===== src/rtl/cond_pkg.sv =====
package cond_pkg;
  localparam int unsigned COND_W = 4;

  typedef logic [COND_W-1:0] cond_t;

  typedef struct packed {
    logic n;
    logic z;
    logic c;
    logic v;
  } flags_t;

  // Even selector of each pair; the odd neighbour is its complement (except 15).
  typedef enum logic [COND_W-1:0] {
    SEL_ZERO    = 4'd0,
    SEL_CARRY   = 4'd2,
    SEL_NEG     = 4'd4,
    SEL_OVF     = 4'd6,
    SEL_UGT     = 4'd8,
    SEL_SGE     = 4'd10,
    SEL_SGT     = 4'd12,
    SEL_ANY     = 4'd14
  } pair_base_e;
endpackage


===== src/rtl/cond_flag_tap.sv =====
module cond_flag_tap
  import cond_pkg::*;
#(
  parameter int unsigned STATUS_W = 32,
  parameter int unsigned N_POS    = 31,
  parameter int unsigned Z_POS    = 30,
  parameter int unsigned C_POS    = 29,
  parameter int unsigned V_POS    = 28
) (
  input  logic [STATUS_W-1:0] status_word,
  output flags_t              flags
);
  always_comb begin
    flags.n = status_word[N_POS];
    flags.z = status_word[Z_POS];
    flags.c = status_word[C_POS];
    flags.v = status_word[V_POS];
  end
endmodule


===== src/rtl/cond_field_pick.sv =====
module cond_field_pick
  import cond_pkg::*;
#(
  parameter int unsigned WIDE_W     = 32,
  parameter int unsigned NARROW_W   = 16,
  parameter int unsigned WIDE_LSB   = 28,
  parameter int unsigned NARROW_LSB = 8
) (
  input  logic [WIDE_W-1:0]   wide_insn,
  input  logic [NARROW_W-1:0] narrow_insn,
  input  logic                use_narrow,
  output cond_t               sel
);
  localparam int unsigned WIDE_MSB   = WIDE_LSB + COND_W - 1;
  localparam int unsigned NARROW_MSB = NARROW_LSB + COND_W - 1;

  cond_t wide_sel;
  cond_t narrow_sel;

  assign wide_sel   = wide_insn[WIDE_MSB:WIDE_LSB];
  assign narrow_sel = narrow_insn[NARROW_MSB:NARROW_LSB];

  always_comb begin
    sel = use_narrow ? narrow_sel : wide_sel;
  end
endmodule


===== src/rtl/cond_judge.sv =====
module cond_judge
  import cond_pkg::*;
(
  input  cond_t  sel,
  input  flags_t flags,
  output logic   pass
);
  localparam int unsigned PAIRS = 1 << (COND_W - 1);

  logic [PAIRS-1:0] even_term;
  logic             signs_match;
  logic [COND_W-2:0] pair_idx;
  logic             always_pair;

  assign signs_match = ~(flags.n ^ flags.v);
  assign pair_idx    = sel[COND_W-1:1];
  assign always_pair = (pair_idx == PAIRS[COND_W-2:0] - 1'b1);

  always_comb begin
    even_term    = '0;
    even_term[0] = flags.z;
    even_term[1] = flags.c;
    even_term[2] = flags.n;
    even_term[3] = flags.v;
    even_term[4] = flags.c & ~flags.z;
    even_term[5] = signs_match;
    even_term[6] = ~flags.z & signs_match;
    even_term[7] = 1'b1;
  end

  always_comb begin
    if (always_pair) pass = 1'b1;
    else             pass = even_term[pair_idx] ^ sel[0];
  end
endmodule


===== src/rtl/cond_gate.sv =====
module cond_gate
  import cond_pkg::*;
#(
  parameter int unsigned STATUS_W   = 32,
  parameter int unsigned WIDE_W     = 32,
  parameter int unsigned NARROW_W   = 16,
  parameter int unsigned WIDE_LSB   = 28,
  parameter int unsigned NARROW_LSB = 8,
  parameter int unsigned FLAG_TOP   = 31
) (
  input  logic [STATUS_W-1:0] status_word,
  input  logic [WIDE_W-1:0]   wide_insn,
  input  logic [NARROW_W-1:0] narrow_insn,
  input  logic                use_narrow,
  output logic                cond_pass
);
  flags_t flags;
  cond_t  sel;

  cond_flag_tap #(
    .STATUS_W(STATUS_W),
    .N_POS(FLAG_TOP),
    .Z_POS(FLAG_TOP - 1),
    .C_POS(FLAG_TOP - 2),
    .V_POS(FLAG_TOP - 3)
  ) u_tap (
    .status_word(status_word),
    .flags(flags)
  );

  cond_field_pick #(
    .WIDE_W(WIDE_W),
    .NARROW_W(NARROW_W),
    .WIDE_LSB(WIDE_LSB),
    .NARROW_LSB(NARROW_LSB)
  ) u_pick (
    .wide_insn(wide_insn),
    .narrow_insn(narrow_insn),
    .use_narrow(use_narrow),
    .sel(sel)
  );

  cond_judge u_judge (
    .sel(sel),
    .flags(flags),
    .pass(cond_pass)
  );
endmodule


===== config.mk =====
export PLATFORM = sky130hd
export DESIGN_NAME = cond_gate
export DESIGN_NICKNAME = d
export VERILOG_FILES = /design/src/rtl/cond_pkg.sv /design/src/rtl/cond_flag_tap.sv /design/src/rtl/cond_field_pick.sv /design/src/rtl/cond_judge.sv /design/src/rtl/cond_gate.sv
export SDC_FILE = /design/constraint.sdc
export NUM_CORES = 1
export LEC_CHECK = 0
export ABC_AREA = 0
export BUFFER_PORTS_ARGS = -buffer_cell sky130_fd_sc_hd__buf_2
export CORE_AREA = 3 3 40 42
export DETAILED_ROUTE_END_ITERATION = 10
export DIE_AREA = 0 0 43 45
export PLACE_DENSITY = 0.82
export RECOVER_POWER = 100
export SLEW_MARGIN = 20
export SYNTH_ARGS = -nofsm -noshare
export SYNTH_HDL_FRONTEND = slang
export SYNTH_SLANG_ARGS = --single-unit
export TNS_END_PERCENT = 10

===== constraint.sdc =====
create_clock -name vclk -period 2.6
set_clock_uncertainty 0.1 [all_clocks]
set_input_delay 0.52 -clock vclk [all_inputs]
set_output_delay 0.52 -clock vclk [all_outputs]
set_load 0.1 [all_outputs]

# Word-level counts from Yosys, hierarchy flattened
# Cells that the tools add are included.
# totals
register_bits	0
output_inout_bits	1
# op_classes
eq_ne	1
n_mux	4
n_lt_le_gt_ge	1
bitwise_logic	6
# op_table
operator	n
3-bit by 4-bit < comparator with 1-bit output (second input constant)	1
4-bit 2-to-1 mux	1
1-bit binary-select mux with 3-bit select	1
3-bit == test (second input constant)	1
1-bit AND	2
1-bit 2-to-1 mux	2
1-bit NOT	2
1-bit bitwise XOR	2

# Depth between registers and ports, before layout
# Gate-level depths: netlist (run 1).
# depth
depth_word	7
ltp_mapped	5
depth_no_buf	5

# Cells and area by module
# From an unflattened synthesis (run 1), not the netlist that was laid out.
# hier_totals
hier_cells	21
hier_area_um2	177.7
# modules_own_cells
module	area_each_um2	cells_each	instances
cond_judge	102.6	13	1
cond_field_pick	45.0	4	1
cond_flag_tap	30.0	4	1

# Worst setup path before layout (run 1)
# OpenSTA, ideal clock, no wires.
# synth_path
path_kind	in2out
from	input use_narrow
to	output cond_pass
slack_ps	-211
path_stages	4
t_arrival_ps	2191
path_cell_list	mux2i_1 -> mux4_2 -> nand2_1 -> a31o_1
# synth_via
elab_chain_cells	5
# synth_rtl
element	line	source
start, declared	cond_gate.sv:14	input logic use_narrow,
4-bit 2-to-1 mux (*)	cond_field_pick.sv:24	sel = use_narrow ? narrow_sel : wide_sel;
1-bit binary-select mux with 3-bit select	cond_judge.sv:33	else pass = even_term[pair_idx] ^ sel[0];
1-bit 2-to-1 mux (not written as such)	cond_judge.sv:33	
1-bit bitwise XOR	cond_judge.sv:33	
1-bit 2-to-1 mux (*)	cond_judge.sv:32	if (always_pair) pass = 1'b1;
end, declared	cond_gate.sv:15	output logic cond_pass
# Mark *: on every way between the ends. The rest lies on a longest branch, timed or not. The select of a mux whose other input is x is not followed.

# Worst setup path in the final report (run 1)
# Same ends and word-level chain as after synthesis.

==> flow_summary.ini, run 1 <==
[logic_synthesis]
synthMuxAreaShare_pct = 46.4
syn_inst = 16
synth_fp_nets = 97
synth.area.top_cells = mux2i_1 22%, mux4_2 16%, a211oi_1 11%
ys_seq_area_share_pct = 0
ys_warn_count = 0
synth_area_um2 = 138
synth_xor_area_share_pct = 6.36
synth_area_leader_cell = mux2i_1
synth_top_family_by_area = multiplexers
synth-compound-area-share_pct = 20.9
synth.top_cell.area_share_pct = 21.8
ys_types = 12
synthAdderAreaFrac_pct = 0
syn_avg_cell_area_um2 = 8.60
synth-simple-area-share_pct = 26.4

[timing]
rsz0062_at_grt = yes
tns_ns = 0
tightest_slew_ns = 0.304
hold_viol = 0
fmax_ghz = 0.387
slew_headroom_pct = 79.2
post-route-period-util_pct = 99.4
min_period_ns = 2.58
drv_slew = 0
setup_viol = 0

[worst_hold_path]
min-delay-start = wide_insn[28]
hold_class = input pin to output pin

[setup_path]
end_kind = output pin
crit_type = input pin to output pin
cp.arrival_ns = 1.96
worstPathMaxFanout = 3
critPathRequiredTime_ns = 1.98
crit_start = use_narrow
crit_path_start_kind = input pin

[global_routing]
grt_pass1_wl_um = 745
track_usage_pct = 4.73
grt_pass1_vias = 197
grt_max_degree = 5
grt-ovfl-total = 0
antenna_found_initial = 0

[detailed_routing]
drc = 0
first_pass_iters = 1
initialDrtViolationCount = 0
wl_um = 450
ant_nets = 0
via_per_inst = 4.10
wire_per_inst_um = 9.38
vias = 197

[power_and_ir_drop]
switchingPower_mw = 0.0437
p_leak_nw = 0.134
p_per_area_mw_per_mm2 = 287
ir_worst_vdd_uv = 85.2
p_seq_share_pct = 0
intPower_mw = 0.0422
comb_power_share_pct = 100.0
p_sw_share_pct = 50.9
clkPwrFrac_pct = 0

[finish]
area_growth_pct = 117
layout_common_cells = 12 x buf_2, 3 x buf_4, 2 x mux2i_1, 2 x nor2_1, 2 x a211oi_2
diodes = 0
fin_util_pct = 23.3
final_common_cell = buf_2
nFillCells = 140
layout-drive-gt1-share_pct = 75.8
nClkBuffers = 0
seq_area_um2 = 0
seq_cells = 0
nets = 116

[die]
die_area_mm2 = 0.00194
fp.dieW_um = 43
core-area_mm2 = 0.00128
initial_core_util_pct = 10.7
die_y_um = 45
num_io_pins = 82
fp-row-count = 13

[placed_design]
numPortBuffers = 14
gp_congestion = 0.644
hpwl_um = 365

[flow_run]
drv_cap = 0

[cts]
cts_hold_buf = 0

[outcome]
status = finished, final reports clean
[power by group through the flow]
stage | clock, mW | sequential [mW] | combinational (mW)
finish | 0 | 0 | 0.0859
global route | 0 | 0 | 0.0917
CTS | 0 | 0 | 0.0779
detailed placement | 0 | 0 | 0.0633
global placement | 0 | 0 | 0.0620
floorplan | 0 | 0 | 0.0439
[logic make-up (layout without fill, tap and decap cells)]
family	count (synthesis)	after routing
xor+xnor	1	1
simple gates	6	6
mux	5	5
compound gates	4	4
buf+inv	0	17
[through the flow]
step / hold slack (ns) / cell area [um2] / cells / power [mW] / setup slack (ns)
after floorplan: 1.51 / 138 / 16 / 0.0439 / 0.0381
after global placement: 1.69 / 241 / 47 / 0.0620 / -0.173
after detailed placement: 1.69 / 241 / 47 / 0.0633 / -0.197
after CTS: 1.51 / 275 / 47 / 0.0779 / 0.00190
after global routing: 1.55 / 299 / 48 / 0.0917 / -0.0375
final: 1.53 / 299 / 48 / 0.0859 / 0.0155
[synth_stat cells]
master / count
a211oi_1: 2
mux2i_1: 3
a31o_1: 1
mux4_2: 1
nor2_1: 2
o21ai_0: 1
mux2_2: 1
nor2b_1: 1
nand2_1: 1
xnor2_1: 1
or2b_1: 1
and4b_2: 1
[what timing repair did]
action	4_1_cts	5_1_grt
endpoints found under the setup margin	1	1
gates resized for setup	8	4
pin swaps	0	1
buffers inserted	0	1
[worst max-delay path, stage by stage]
cell and delay, ns:
buf_8 0.09, mux2i_4 0.23, mux4_2 0.54, nor2b_2 0.13, a211oi_2 0.04, a31o_2 0.24
buf_12 0.16
[path summary, 6_finish.rpt]
path / depth (start not counted) / slack [ns] / to
min: 4 / 1.53 / cond_pass
max: 7 / 0.02 / cond_pass
[final cells by class]
class	count	area, um2	share of cell area, %
well taps	15	18.8	6.28
multi-input cells	16	163	54.4
repair buffers	17	118	39.3
[metal layers]
| layer | track usage (%) | wire length [um] |
|---|---|---|
| met5 | 0 | 0 |
| met4 | 0 | 0 |
| met3 | 0.797 | 62 |
| met2 | 8.98 | 194 |
| met1 | 5.98 | 193 |
(Power assumes the default switching activity.)
==> run 2: changes to the inputs <==
Settings changed: GPL_TIMING_DRIVEN set to 0.
==> run 2 against run 1 <==
Combinational power fell by 2.7%. Wire length fell by 6.2%. Maximum frequency rose by 0.28%. Flip-flop and latch count stayed put. Clock-buffer cell count unchanged. Non-clock buffer count shrank 1. Highest routed layer unchanged. Sequential share of layout area unchanged. Setup slack better by 0.0071 ns. Final area fell by 0.84%. Via count shrank 4.1%. Worst hold slack worse by 0.0078 ns.
==> flow_summary.ini, run 2 (same netlist as run 1, synthesis figures left out) <==
[outcome]
status = finished, final reports clean

[power_and_ir_drop]
ir_worst_vdd_uv = 69.7
p_sw_share_pct = 51.3
p_seq_share_pct = 0
comb_power_share_pct = 100.0
finalPower_mw = 0.0836
switchingPower_mw = 0.0429
p_per_area_mw_per_mm2 = 282
clkPwrFrac_pct = 0
p_leak_nw = 0.131
intPower_mw = 0.0407

[die]
fp-row-count = 13
die_y_um = 45
fp.dieW_um = 43
die_area_mm2 = 0.00194
initial_core_util_pct = 10.7
num_io_pins = 82
core-area_mm2 = 0.00128

[global_routing]
grt-ovfl-total = 0
grt_pass1_wl_um = 696
track_usage_pct = 4.40
grt_pass1_vias = 183
grt_max_degree = 5
antenna_found_initial = 0

[detailed_routing]
wl_um = 422
first_pass_iters = 1
initialDrtViolationCount = 0
ant_nets = 0
vias = 189
wire_per_inst_um = 8.98
via_per_inst = 4.02
drc = 0

[setup_path]
crit_path_start_kind = input pin
crit_chain = buf_12 > mux2i_4 > mux4_2 > nor2b_2 > a211oi_2 > a31o_2 > buf_12
end_kind = output pin
crit_path_frequent_cell = buf_12
slowest_stage = mux4_2
critPathMaxStageDelay_ns = 0.54
critPathRequiredTime_ns = 1.98
cp.arrival_ns = 1.96
worstPathMaxFanout = 3
crit_type = input pin to output pin

[timing]
rsz0062_at_grt = yes
post-route-period-util_pct = 99.1
tightest_slew_ns = 0.298
hold_viol = 0
fmax_ghz = 0.388
min_period_ns = 2.58
slew_headroom_pct = 79.6
fin_ws_ns = 0.0226
setup_viol = 0
drv_slew = 0

[cts]
cts_hold_buf = 0

[placed_design]
place_ws_ns = -0.317
numPortBuffers = 14
gp_congestion = 0.646
hpwl_um = 348
dpl_cell_area_um2 = 226

[finish]
seq_area_um2 = 0
final_area_um2 = 297
fin_util_pct = 23.1
seq_cells = 0
area_growth_pct = 115
nClkBuffers = 0
layout-drive-gt1-share_pct = 75.0
final_common_cell = buf_2
diodes = 0
nets = 115

[flow_run]
drv_cap = 0

[worst_hold_path]
hold_class = input pin to output pin
-- run 2: critical path: cells and delay by family --
| kind | cells | cell delay, ns |
|---|---|---|
| AO/OA/AOI/OAI | 2 | 0.28 |
| buffers and inverters | 2 | 0.25 |
| AND/OR/NAND/NOR | 1 | 0.13 |
| multiplexers | 2 | 0.77 |
-- run 2: per-layer routing --
layer / GRT usage, % / part of all wire [%] / wire, um / up-vias
met5: 0 / 0 / 0 / -
met4: 0 / 0 / 0 / 0
met2: 8.38 / 37 / 158 / 14
met1: 5.50 / 47 / 199 / 78
met3: 0.797 / 15 / 65 / 0
li1: - / - / - / 97
-- run 2: what timing repair did --
item | 4_1_cts | 5_1_grt
buffers inserted | 1 | 1
resized for setup | 10 | 3
cloned | 0 | 0
pin swaps | 0 | 1
setup endpoints to repair | 1 | 1
-- run 2: final cells by class --
class                      instances  area [um2]
fill                             143         988
multi-input combinational         16         163
timing repair buffer              16         115
tap                               15        18.8
-- run 2: stage by stage --
step                      hold WS [ns]  std cells  setup TNS (ns)
final                             1.52         47               0
after global routing              1.54         47         -0.0289
after CTS                         1.50         46               0
after detailed placement          1.69         45          -0.317
after global placement            1.69         45          -0.270
after floorplan                   1.51         16               0
-- run 2: worst paths after layout --
path | startpoint | end | cells past startpoint
setup / recovery | use_narrow | cond_pass | 7
hold / removal | narrow_insn[8] | cond_pass | 4
-- run 2: power by group through the flow --
stage | clock, mW | combinational (mW) | sequential, mW
floorplan | 0 | 0.0439 | 0
global placement | 0 | 0.0592 | 0
detailed placement | 0 | 0.0607 | 0
CTS | 0 | 0.0784 | 0
global route | 0 | 0.0889 | 0
finish | 0 | 0.0836 | 0
